### src/rtl/fwd_pkg.sv
package fwd_pkg;
  localparam int NPORT  = 2;
  localparam int PORT_I = 0;
  localparam int PORT_D = 1;

  typedef struct packed {
    logic             loadFromI;
    logic             loadFromD;
    logic [NPORT-1:0] loadResp;
  } fwdStrobe_t;
endpackage

### src/rtl/fwd_ctrl.sv
module fwd_ctrl
  import fwd_pkg::*;
(
  input  logic             clk,
  input  logic             rstN,
  input  logic [NPORT-1:0] reqValid,
  output logic [NPORT-1:0] reqReady,
  output logic [NPORT-1:0] retryReq,
  output logic [NPORT-1:0] respValid,
  input  logic [NPORT-1:0] respReady,
  input  logic [NPORT-1:0] respRetry,
  output logic             mReqValid,
  input  logic             mReqReady,
  input  logic             mReqRetry,
  input  logic             mRespValid,
  input  logic             mRespFetch,
  output logic             protoErr,
  output fwdStrobe_t       strobe
);
  logic busy, busyN;
  logic reqTry, reqTryN, reqWait, reqWaitN;
  logic rspEvt;
  logic [NPORT-1:0] owed, owedN, retryQ, give;
  logic [NPORT-1:0] rspTry, rspTryN, rspWait, rspWaitN;
  logic [NPORT-1:0] grant, refuse, held, deliver;
  logic rspGood, tgt, clash, strayRetry;

  always_comb begin
    grant[PORT_I]    = reqValid[PORT_I] && !busy;
    grant[PORT_D]    = reqValid[PORT_D] && !busy && !reqValid[PORT_I];
    refuse           = reqValid & ~grant;
    reqReady[PORT_I] = !busy;
    reqReady[PORT_D] = !busy && !reqValid[PORT_I];
    rspGood          = mRespValid && busy;
    tgt              = !mRespFetch;
    for (int p = 0; p < NPORT; p++) begin
      held[p]     = (rspTry[p] && !respReady[p]) || rspWait[p];
      deliver[p]  = rspGood && (tgt == 1'(p)) && !held[p];
      rspWaitN[p] = (rspTry[p] && !respReady[p]) || (rspWait[p] && !respRetry[p]);
      rspTryN[p]  = deliver[p] || (rspWait[p] && respRetry[p]);
      give[p]     = rspEvt && owed[p] && !rspTryN[p] && !rspWaitN[p];
    end
    clash      = rspGood && held[tgt];
    owedN      = (owed & ~give) | refuse;
    reqTryN    = (|grant) || (reqWait && mReqRetry);
    reqWaitN   = (reqTry && !mReqReady) || (reqWait && !mReqRetry);
    busyN      = busy ? !rspGood : (|grant);
    strayRetry = (mReqRetry && !reqWait) || (|(respRetry & ~rspWait));
    protoErr   = (mRespValid && !busy) || strayRetry || clash;
    strobe.loadFromI = grant[PORT_I];
    strobe.loadFromD = grant[PORT_D];
    strobe.loadResp  = deliver;
  end

  always_ff @(posedge clk) begin
    if (!rstN) begin
      busy    <= 1'b0;
      reqTry  <= 1'b0;
      reqWait <= 1'b0;
      rspEvt  <= 1'b0;
      owed    <= '0;
      retryQ  <= '0;
      rspTry  <= '0;
      rspWait <= '0;
    end else begin
      busy    <= busyN;
      reqTry  <= reqTryN;
      reqWait <= reqWaitN;
      rspEvt  <= rspGood;
      owed    <= owedN;
      retryQ  <= give;
      rspTry  <= rspTryN;
      rspWait <= rspWaitN;
    end
  end

  assign mReqValid = reqTry;
  assign respValid = rspTry;
  assign retryReq  = retryQ;

  AST_ACCEPT_FWD: assert property (@(posedge clk) disable iff (!rstN)
    (|(reqValid & reqReady)) |=> mReqValid);
  AST_BUSY_REFUSE: assert property (@(posedge clk) disable iff (!rstN)
    (|(reqValid & reqReady)) |=> (reqReady == '0));
  AST_I_WINS: assert property (@(posedge clk) disable iff (!rstN)
    (reqValid[PORT_I] && reqValid[PORT_D]) |-> !reqReady[PORT_D]);
  AST_MEM_STALL_DROP: assert property (@(posedge clk) disable iff (!rstN)
    (mReqValid && !mReqReady) |=> !mReqValid);
  AST_ROUTE_I: assert property (@(posedge clk) disable iff (!rstN)
    (rspGood && mRespFetch && !held[PORT_I]) |=> respValid[PORT_I]);
  AST_RESP_STALL_DROP: assert property (@(posedge clk) disable iff (!rstN)
    (respValid[PORT_D] && !respReady[PORT_D]) |=> !respValid[PORT_D]);
  AST_RETRY_I_PULSE: assert property (@(posedge clk) disable iff (!rstN)
    retryReq[PORT_I] |=> !retryReq[PORT_I]);
  AST_RETRY_D_PULSE: assert property (@(posedge clk) disable iff (!rstN)
    retryReq[PORT_D] |=> !retryReq[PORT_D]);
endmodule

### src/rtl/fwd_dpath.sv
module fwd_dpath
  import fwd_pkg::*;
#(
  parameter int ADDR_W = 32,
  parameter int DATA_W = 32,
  parameter int SIZE_W = 3
) (
  input  logic              clk,
  input  fwdStrobe_t        strobe,
  input  logic [ADDR_W-1:0] iAddr,
  input  logic              iWrite,
  input  logic [SIZE_W-1:0] iSize,
  input  logic [DATA_W-1:0] iData,
  input  logic [ADDR_W-1:0] dAddr,
  input  logic              dWrite,
  input  logic [SIZE_W-1:0] dSize,
  input  logic [DATA_W-1:0] dData,
  input  logic [DATA_W-1:0] mRespData,
  output logic [ADDR_W-1:0] mAddr,
  output logic              mWrite,
  output logic [SIZE_W-1:0] mSize,
  output logic [DATA_W-1:0] mData,
  output logic              mFetch,
  output logic [DATA_W-1:0] iRespData,
  output logic [DATA_W-1:0] dRespData
);
  logic [DATA_W-1:0] rspBuf [NPORT];

  always_ff @(posedge clk) begin
    if (strobe.loadFromI || strobe.loadFromD) begin
      mAddr  <= strobe.loadFromI ? iAddr  : dAddr;
      mWrite <= strobe.loadFromI ? iWrite : dWrite;
      mSize  <= strobe.loadFromI ? iSize  : dSize;
      mData  <= strobe.loadFromI ? iData  : dData;
      mFetch <= strobe.loadFromI;
    end
  end

  for (genvar g = 0; g < NPORT; g++) begin : gRspBuf
    always_ff @(posedge clk) begin
      if (strobe.loadResp[g]) rspBuf[g] <= mRespData;
    end
  end

  assign iRespData = rspBuf[PORT_I];
  assign dRespData = rspBuf[PORT_D];
endmodule

### src/rtl/blocking_fwd.sv
module blocking_fwd
  import fwd_pkg::*;
#(
  parameter int ADDR_W = 32,
  parameter int DATA_W = 32,
  parameter int SIZE_W = 3
) (
  input  logic              clk,
  input  logic              rstN,
  input  logic              iReqValid,
  output logic              iReqReady,
  input  logic [ADDR_W-1:0] iReqAddr,
  input  logic              iReqWrite,
  input  logic [SIZE_W-1:0] iReqSize,
  input  logic [DATA_W-1:0] iReqData,
  output logic              iRetryReq,
  output logic              iRespValid,
  input  logic              iRespReady,
  output logic [DATA_W-1:0] iRespData,
  input  logic              iRespRetry,
  input  logic              dReqValid,
  output logic              dReqReady,
  input  logic [ADDR_W-1:0] dReqAddr,
  input  logic              dReqWrite,
  input  logic [SIZE_W-1:0] dReqSize,
  input  logic [DATA_W-1:0] dReqData,
  output logic              dRetryReq,
  output logic              dRespValid,
  input  logic              dRespReady,
  output logic [DATA_W-1:0] dRespData,
  input  logic              dRespRetry,
  output logic              mReqValid,
  input  logic              mReqReady,
  output logic [ADDR_W-1:0] mReqAddr,
  output logic              mReqWrite,
  output logic [SIZE_W-1:0] mReqSize,
  output logic [DATA_W-1:0] mReqData,
  output logic              mReqFetch,
  input  logic              mReqRetry,
  input  logic              mRespValid,
  input  logic [DATA_W-1:0] mRespData,
  input  logic              mRespFetch,
  output logic              protoErr
);
  fwdStrobe_t       strobe;
  logic [NPORT-1:0] reqReady, retryReq, respValid;

  fwd_ctrl u_ctrl (
    .clk        (clk),
    .rstN       (rstN),
    .reqValid   ({dReqValid, iReqValid}),
    .reqReady   (reqReady),
    .retryReq   (retryReq),
    .respValid  (respValid),
    .respReady  ({dRespReady, iRespReady}),
    .respRetry  ({dRespRetry, iRespRetry}),
    .mReqValid  (mReqValid),
    .mReqReady  (mReqReady),
    .mReqRetry  (mReqRetry),
    .mRespValid (mRespValid),
    .mRespFetch (mRespFetch),
    .protoErr   (protoErr),
    .strobe     (strobe)
  );

  fwd_dpath #(.ADDR_W(ADDR_W), .DATA_W(DATA_W), .SIZE_W(SIZE_W)) u_dpath (
    .clk       (clk),
    .strobe    (strobe),
    .iAddr     (iReqAddr),
    .iWrite    (iReqWrite),
    .iSize     (iReqSize),
    .iData     (iReqData),
    .dAddr     (dReqAddr),
    .dWrite    (dReqWrite),
    .dSize     (dReqSize),
    .dData     (dReqData),
    .mRespData (mRespData),
    .mAddr     (mReqAddr),
    .mWrite    (mReqWrite),
    .mSize     (mReqSize),
    .mData     (mReqData),
    .mFetch    (mReqFetch),
    .iRespData (iRespData),
    .dRespData (dRespData)
  );

  assign iReqReady  = reqReady[PORT_I];
  assign dReqReady  = reqReady[PORT_D];
  assign iRetryReq  = retryReq[PORT_I];
  assign dRetryReq  = retryReq[PORT_D];
  assign iRespValid = respValid[PORT_I];
  assign dRespValid = respValid[PORT_D];

  AST_REPLAY_STABLE: assert property (@(posedge clk) disable iff (!rstN)
    (mReqValid && !mReqReady) |=> ($stable(mReqAddr) && $stable(mReqData) && $stable(mReqFetch)));
  AST_RESP_HELD_I: assert property (@(posedge clk) disable iff (!rstN)
    (iRespValid && !iRespReady) |=> $stable(iRespData));
endmodule

### config.mk
export PLATFORM = sky130hd
export DESIGN_NAME = blocking_fwd
export DESIGN_NICKNAME = d
export VERILOG_FILES = /design/src/rtl/fwd_pkg.sv /design/src/rtl/fwd_ctrl.sv /design/src/rtl/fwd_dpath.sv /design/src/rtl/blocking_fwd.sv
export SDC_FILE = /design/constraint.sdc
export NUM_CORES = 1
export LEC_CHECK = 0
export ABC_AREA = 1
export ABC_CLOCK_PERIOD_IN_PS = 4950
export CAP_MARGIN = 20
export CORE_ASPECT_RATIO = 0.75
export CORE_MARGIN = 2
export CORE_UTILIZATION = 41
export DETAILED_ROUTE_END_ITERATION = 10
export GPL_ROUTABILITY_DRIVEN = 0
export HOLD_SLACK_MARGIN = 0.05
export PLACE_DENSITY = 0.87
export REMOVE_ABC_BUFFERS = 1
export SYNTH_ARGS = -nofsm -noshare
export SYNTH_HDL_FRONTEND = slang
export SYNTH_HIERARCHICAL = 1
export SYNTH_SLANG_ARGS = --single-unit
### constraint.sdc
create_clock -name clk -period 4.95 [get_ports clk]
set_input_delay 0.99 -clock clk [delete_from_list [all_inputs] [get_ports clk]]
set_output_delay 0.99 -clock clk [all_outputs]
set_load 0.005 [all_outputs]
==> results_tabular.tex, run 1 <==
\begin{tabular}{lr}
\hline
Metric & Value \\
\hline
\multicolumn{2}{l}{\textbf{Timing}} \\
Clock Skews & 0.00546 ns \\
Total setup violations reported at the end of the flow & 0 \\
Final worst path period share & 0.682 \\
Count of final max-slew check failures & 0 \\
FMAX & 296 MHz \\
Unrepaired setup endpoints after global routing & false \\
Min cycle time layout & 3.38 ns \\
Sum of negative setup slack & 0 ns \\
Slew at the pin with the worst max-slew slack & 1.07 ns \\
Worst slew margin relative to its limit & 0.284 \\
Endpoints failing hold & 0 \\
\multicolumn{2}{l}{\textbf{Yosys}} \\
Largest cells by area after synthesis & sky130\_fd\_sc\_hd\_\_edfxtp\_1, sky130\_fd\_sc\_hd\_\_nand2\_1, sky130\_fd\_sc\_hd\_\_dfxtp\_1, sky130\_fd\_sc\_hd\_\_inv\_1, sky130\_fd\_sc\_hd\_\_buf\_2 \\
Number of warning messages in the yosys log & 6 \\
Cell area after technology mapping & between 5000 and 6000 sq um \\
Post-synthesis sequential element count & between 100 and 150 \\
Yosys cell types & 21 \\
Sequential-to-total area share from yosys stat & 0.779 \\
Cell type with the largest total area after synthesis & sky130\_fd\_sc\_hd\_\_edfxtp\_1 \\
Mapped Avg Cell Area & 12.6 sq um \\
Area share of the largest cell type after synthesis & 0.735 \\
Count of mapped cells out of synthesis & 432 \\
\multicolumn{2}{l}{\textbf{Worst hold path}} \\
Instance count along the most critical hold path & 2 \\
Min-delay worst type & flop to flop \\
Min-Delay Startpoint & u\_ctrl/owed[0]\$\_SDFF\_PN0\_ \\
Worst hold path endpoint & u\_ctrl/owed[0]\$\_SDFF\_PN0\_ \\
\multicolumn{2}{l}{\textbf{Floorplan}} \\
Standard cell core area & 13000 sq um \\
Height of the die & 104 um \\
Row Count & 36 \\
Horizontal extent of the die & 137 um \\
Initial Utilization & 0.419 \\
I/O Pins & about 320 \\
Die Area & 14200 sq um \\
\multicolumn{2}{l}{\textbf{Worst setup path}} \\
Worst Path Required & 3.96 ns \\
Type of element launching the critical path & input pin \\
Start of the worst register-to-register path & u\_ctrl/busy\$\_SDFF\_PN0\_ \\
Max stage delay cell, worst path & sky130\_fd\_sc\_hd\_\_clkdlybuf4s50\_1 \\
Worst reg2reg path depth & 5 \\
Crit end category & output pin \\
Arr. time, crit path & 2.39 ns \\
Sum of buffers and inverters on the critical path & 3 \\
CP top delay family & buffers and inverters \\
Type of the worst setup path & input pin to output pin \\
List of cells traversed by the critical path & clkdlybuf4s50\_1, inv\_1, nand2\_1, a21oi\_1, o21ai\_0, nand3\_1, clkdlybuf4s50\_1 \\
FF-to-FF End & u\_dpath/rspBuf[0][19]\$\_DFFE\_PP\_ \\
Max incr delay on CP & 0.46 ns \\
Most frequent cell on the critical path & sky130\_fd\_sc\_hd\_\_clkdlybuf4s50\_1 \\
Reg2reg setup slack & 3.00 ns \\
Max Fanout on Critical Path & 4 \\
\multicolumn{2}{l}{\textbf{Final layout}} \\
Area growth from synthesis to layout & 73.5\% \\
Number of nets in the finished design & 938 \\
Leading cell types in the layout, fill and taps excluded & sky130\_fd\_sc\_hd\_\_clkdlybuf4s50\_1, sky130\_fd\_sc\_hd\_\_nand2\_1, sky130\_fd\_sc\_hd\_\_edfxtp\_1 \\
Most common cell after layout, fill and taps aside & sky130\_fd\_sc\_hd\_\_clkdlybuf4s50\_1 \\
Post-route design area & 9430 sq um \\
Number of filler instances in the final layout & 820 \\
Count of non-filler cells in the finished layout & 943 \\
Fraction of layout cells with a size suffix above 1 & 0.0610 \\
Layout Utilization & 0.727 \\
\multicolumn{2}{l}{\textbf{GRT}} \\
Via count of the first global-routing pass & $\sim$4300 \\
Pin count of the biggest net entering global routing & 71 \\
Number of antenna violations at the first check in global routing & 1 \\
Wire length of the first global-routing pass & between 20 and 25 mm \\
Aggregate global routing overflow & 0 \\
Global-route total usage across every layer & 0.214 \\
\multicolumn{2}{l}{\textbf{Placement}} \\
DPL Wire Length & 11.3 mm \\
Number of cells after detailed placement & just over 900 \\
Placed standard-cell area & $\sim$8800 sq um \\
Number of buffer cells added on primary ports & 320 \\
\multicolumn{2}{l}{\textbf{Clock network}} \\
Post-CTS setup buffers & 0 \\
Max Buffers Root-to-Sink & 2 \\
Clock input transition at the sequential cells of the worst setup and hold paths & 0.06 ns \\
Clock tree sinks & 145 \\
Number of buffers created by CTS & 17 \\
Post-CTS sizing & 0 \\
Source-to-sink clock delay at the later pin of the worst-skew pair & roughly 0.41 ns \\
Buffer type at the clock tree root & sky130\_fd\_sc\_hd\_\_clkbuf\_16 \\
Depth of the CTS H-tree & 4 \\
Clock tree from TritonCTS & built \\
Count of hold-fix buffers inserted at cts & 0 \\
\multicolumn{2}{l}{\textbf{Detailed routing}} \\
Detailed-route wire length & approximately 15 mm \\
Post-DR vias/cell & 4.59 \\
Detailed-route via count & about 4300 \\
Number of DRC markers after the initial detailed-route iteration & about 240 \\
First-pass DRT Iterations & 5 \\
Antenna-violating nets left & 0 \\
DRC viols & 0 \\
Detailed-route wire length per cell & $\sim$16 um \\
\multicolumn{2}{l}{\textbf{Power}} \\
Worst vdd ir & 234 uV \\
Pwr dens & 342 nW/um\^{}2 \\
Power after layout & 3.23 mW \\
Leak & roughly 3.7 nW \\
\multicolumn{2}{l}{\textbf{Job}} \\
Number of max-capacitance violations reported & 0 \\
\multicolumn{2}{l}{\textbf{Status}} \\
Result of the run & completed \\
\hline
\end{tabular}
==> registers in the layout, indices dropped and copies added, names as in the netlist, 2 cells and up <==
name / flops
u_ctrl/owed: 2
u_dpath/mSize: 3
u_ctrl/respValid: 2
u_dpath/mAddr: 32
u_ctrl/rspWait: 2
u_dpath/mData: 32
u_ctrl/retryReq: 2
u_dpath/rspBuf: 64
==> worst max path at each step <==
stage / from / end / slack (ns) / cells past startpoint
final: dRespReady / protoErr / 1.57 / 7
after global routing: dRespReady / protoErr / 1.51 / 7
after CTS: dRespReady / protoErr / 1.57 / 7
after detailed placement: dRespReady / protoErr / 1.58 / 7
after global placement: dRespReady / protoErr / 1.60 / 7
after floorplan: iReqValid / u_dpath/mAddr[0]$_DFFE_PP_ / 0.20 / 5
==> routing by layer <==
layer | GRT usage | vias up | part of all wire
met5 | 0 | - | 0
met4 | 0.0950 | 0 | 0.021
met3 | 0.0631 | 25 | 0.078
met2 | 0.397 | 230 | 0.56
met1 | 0.220 | 1972 | 0.35
li1 | - | 2097 | -
==> stage by stage <==
stage	worst slack (ns)	hold WS, ns
2_1_floorplan	0.195	0.443
3_3_place_gp	1.60	0.459
3_5_place_dp	1.58	0.457
4_1_cts	1.57	0.467
5_1_grt	1.51	0.485
6_report	1.57	0.465
==> worst reg2reg max path, cell delays in order (launching register included) <==
cell	delay, ns
sky130_fd_sc_hd__dfxtp_1	0.52
sky130_fd_sc_hd__nand2_4	0.12
sky130_fd_sc_hd__nor2_4	0.11
sky130_fd_sc_hd__nand3_2	0.10
sky130_fd_sc_hd__inv_1	0.57
sky130_fd_sc_hd__buf_16	0.24
==> final cells by class <==
cell class,instances,area [sq um],area share
flip-flops and latches,145,4230,0.449
repair buffers,323,3270,0.346
multi-input cells,255,1050,0.111
clock buffers,19,433,0.0459
well taps,171,214,0.0227
clock inverters,13,175,0.0186
inverters,16,60.1,0.00637
diodes,1,2.50,0.000265
==> cells by family after synthesis <==
| kind of cell | synth area share |
|---|---|
| AO/OA/AOI/OAI | 0.0147 |
| buffers and inverters | 0.0306 |
| flip-flops | 0.779 |
| AND/OR/NAND/NOR | 0.176 |
==> power by group <==
group	switching [mW]	leakage [nW]	internal [mW]	total, mW
sequential	0.0265	1.36	1.45	1.47
combinational	0.182	2.04	0.282	0.464
clock	0.487	0.295	0.803	1.29
total	0.696	3.70	2.53	3.23
==> Yosys cell counts <==
master	count
sky130_fd_sc_hd__buf_4	1
sky130_fd_sc_hd__or2_2	1
sky130_fd_sc_hd__nand2_4	1
sky130_fd_sc_hd__inv_2	1
sky130_fd_sc_hd__a21oi_2	2
sky130_fd_sc_hd__nor2_4	1
sky130_fd_sc_hd__nand3_1	1
sky130_fd_sc_hd__o21ai_0	2
sky130_fd_sc_hd__clkbuf_1	1
sky130_fd_sc_hd__o22ai_1	2
sky130_fd_sc_hd__nor2_1	10
sky130_fd_sc_hd__nor2_2	1
sky130_fd_sc_hd__buf_6	4
sky130_fd_sc_hd__a21oi_1	8
sky130_fd_sc_hd__inv_1	15
sky130_fd_sc_hd__buf_2	10
sky130_fd_sc_hd__nand3_2	4
sky130_fd_sc_hd__dfxtp_1	12
sky130_fd_sc_hd__edfxtp_1	133
sky130_fd_sc_hd__nand2_1	220
sky130_fd_sc_hd__nand2_2	2
Note: power is estimated with default switching activity, not from simulation.
==> run 2, diff against run 1 <==
Settings changed: ABC_CLOCK_PERIOD_IN_PS 4950 to 3500, CORE_UTILIZATION 41 to 38, PLACE_DENSITY 0.87 to 0.82.
Clock period 4.95 ns to 3.5 ns, I/O delays scaled along.
==> results_tabular.tex, run 2 (synthesis gave the netlist of run 1 again) <==
\begin{tabular}{lr}
\hline
Metric & Value \\
\hline
\multicolumn{2}{l}{\textbf{Final layout}} \\
Layout Utilization & 0.679 \\
Flip-flop count of the largest register, all copies and words added & 64 \\
Fraction of layout cells with a size suffix above 1 & 0.0647 \\
Largest regs & u\_dpath/rspBuf (64), u\_dpath/mAddr (32), u\_dpath/mData (32) \\
Ant diodes & 0 \\
Most common cell after layout, fill and taps aside & sky130\_fd\_sc\_hd\_\_clkdlybuf4s50\_1 \\
Number of nets in the finished design & 940 \\
Leading cell types in the layout, fill and taps excluded & sky130\_fd\_sc\_hd\_\_clkdlybuf4s50\_1, sky130\_fd\_sc\_hd\_\_nand2\_1, sky130\_fd\_sc\_hd\_\_edfxtp\_1 \\
Area growth from synthesis to layout & 72.9\% \\
Register name with the most flops & u\_dpath/rspBuf \\
\multicolumn{2}{l}{\textbf{GRT}} \\
Pin count of the biggest net entering global routing & between 60 and 70 \\
Global-route total usage across every layer & 0.199 \\
Number of antenna violations at the first check in global routing & 0 \\
Via count of the first global-routing pass & between 4000 and 5000 \\
Wire length of the first global-routing pass & approximately 22 mm \\
Aggregate global routing overflow & 0 \\
\multicolumn{2}{l}{\textbf{Worst setup path}} \\
Max Fanout on Critical Path & 4 \\
Crit end category & output pin \\
Arr. time, crit path & 2.17 ns \\
Worst Path Required & 2.80 ns \\
Type of the worst setup path & input pin to output pin \\
Type of element launching the critical path & input pin \\
\multicolumn{2}{l}{\textbf{Clock network}} \\
Source-to-sink clock delay at the later pin of the worst-skew pair & 0.41 ns \\
Number of buffers created by CTS & 17 \\
Post-CTS sizing & 0 \\
Count of hold-fix buffers inserted at cts & 0 \\
Buffer type at the clock tree root & sky130\_fd\_sc\_hd\_\_clkbuf\_16 \\
Clock input transition at the sequential cells of the worst setup and hold paths & 0.06 ns \\
Post-CTS setup buffers & 0 \\
Max Buffers Root-to-Sink & 2 \\
Clock tree sinks & 145 \\
Depth of the CTS H-tree & 4 \\
Clock tree from TritonCTS & built \\
\multicolumn{2}{l}{\textbf{Placement}} \\
DPL Wire Length & 11.5 mm \\
DP Worst Slack & 0.662 ns \\
Number of buffer cells added on primary ports & 320 \\
\multicolumn{2}{l}{\textbf{Timing}} \\
Slew at the pin with the worst max-slew slack & 0.587 ns \\
Unrepaired setup endpoints after global routing & false \\
Final worst path period share & 0.820 \\
Clock Skews & 0.00939 ns \\
Worst slew margin relative to its limit & 0.609 \\
Count of final max-slew check failures & 0 \\
Total setup violations reported at the end of the flow & 0 \\
Final worst slack & 0.631 ns \\
Min cycle time layout & 2.87 ns \\
Endpoints failing hold & 0 \\
FMAX & between 300 and 400 MHz \\
\multicolumn{2}{l}{\textbf{Detailed routing}} \\
First-pass DRT Iterations & 5 \\
Detailed-route via count & 4310 \\
Antenna-violating nets left & 0 \\
Number of DRC markers after the initial detailed-route iteration & 229 \\
Detailed-route wire length per cell & $\sim$16 um \\
Post-DR vias/cell & approximately 4.5 \\
Detailed-route wire length & 15.4 mm \\
DRC viols & 0 \\
\multicolumn{2}{l}{\textbf{Floorplan}} \\
Row Count & 37 \\
Horizontal extent of the die & 142 um \\
Die Area & 15300 sq um \\
Initial Utilization & 0.393 \\
I/O Pins & 321 \\
Height of the die & roughly 110 um \\
Standard cell core area & approximately 14000 sq um \\
\multicolumn{2}{l}{\textbf{Worst hold path}} \\
Min-delay worst type & flop to flop \\
\multicolumn{2}{l}{\textbf{Power}} \\
Leak & 3.68 nW \\
Pwr dens & 476 nW/um\^{}2 \\
Worst vdd ir & 302 uV \\
Power after layout & 4.47 mW \\
\multicolumn{2}{l}{\textbf{Status}} \\
Result of the run & completed \\
\multicolumn{2}{l}{\textbf{Job}} \\
Number of max-capacitance violations reported & 0 \\
\hline
\end{tabular}
run 2: final timing paths:
| kind | endpoint | from | cells after the start | slack (ns) |
|---|---|---|---|---|
| setup / recovery | protoErr | dRespReady | 7 | 0.63 |
| hold / removal | u_ctrl/owed[1]$_SDFF_PN0_ | u_ctrl/owed[1]$_SDFF_PN0_ | 2 | 0.47 |
| setup reg to reg | u_dpath/mData[20]$_DFFE_PP_ | u_ctrl/busy$_SDFF_PN0_ | 3 | 1.65 |
| hold reg to reg | u_ctrl/owed[1]$_SDFF_PN0_ | u_ctrl/owed[1]$_SDFF_PN0_ | 2 | 0.47 |
run 2: metal layers:
layer  global-route usage  vias to the layer above  wire, um
li1                     -                     2096         -
met1                0.202                     1962      5350
met2                0.375                      231      8450
met3               0.0641                       21      1240
met4               0.0864                        0       357
met5                    0                        -         0
run 2: final cells by class:
cell class	count	area, sq um
Clock buffer	17	425
Sequential cell	145	4230
Fill cell	954	4440
Tap cell	175	219
Multi-Input combinational cell	255	1040
Inverter	16	60.1
Timing Repair Buffer	325	3270
Clock inverter	15	150
run 2: stage by stage:
| stage | instance area [sq um] | setup TNS [ns] | hold slack, ns | std cells |
|---|---|---|---|---|
| after CTS | 9380 | 0 | 0.471 | 947 |
| after global placement | 8800 | 0 | 0.455 | 915 |
| after floorplan | 5330 | -130.49 | 0.443 | 416 |
| after global routing | 9400 | 0 | 0.491 | 948 |
| final | 9400 | 0 | 0.471 | 948 |
| after detailed placement | 8800 | 0 | 0.461 | 915 |
run 2: critical path, cell delays in order:
cell,delay (ns)
sky130_fd_sc_hd__clkdlybuf4s50_1,0.48
sky130_fd_sc_hd__inv_1,0.04
sky130_fd_sc_hd__nand2_1,0.13
sky130_fd_sc_hd__a21oi_1,0.09
sky130_fd_sc_hd__o21ai_0,0.17
sky130_fd_sc_hd__nand3_1,0.10
sky130_fd_sc_hd__clkdlybuf4s50_1,0.46
run 2: power by group:
group	internal [mW]	switching (mW)
logic	0.401	0.260
registers	2.04	0.0391
clock network	0.998	0.735
total	3.44	1.03
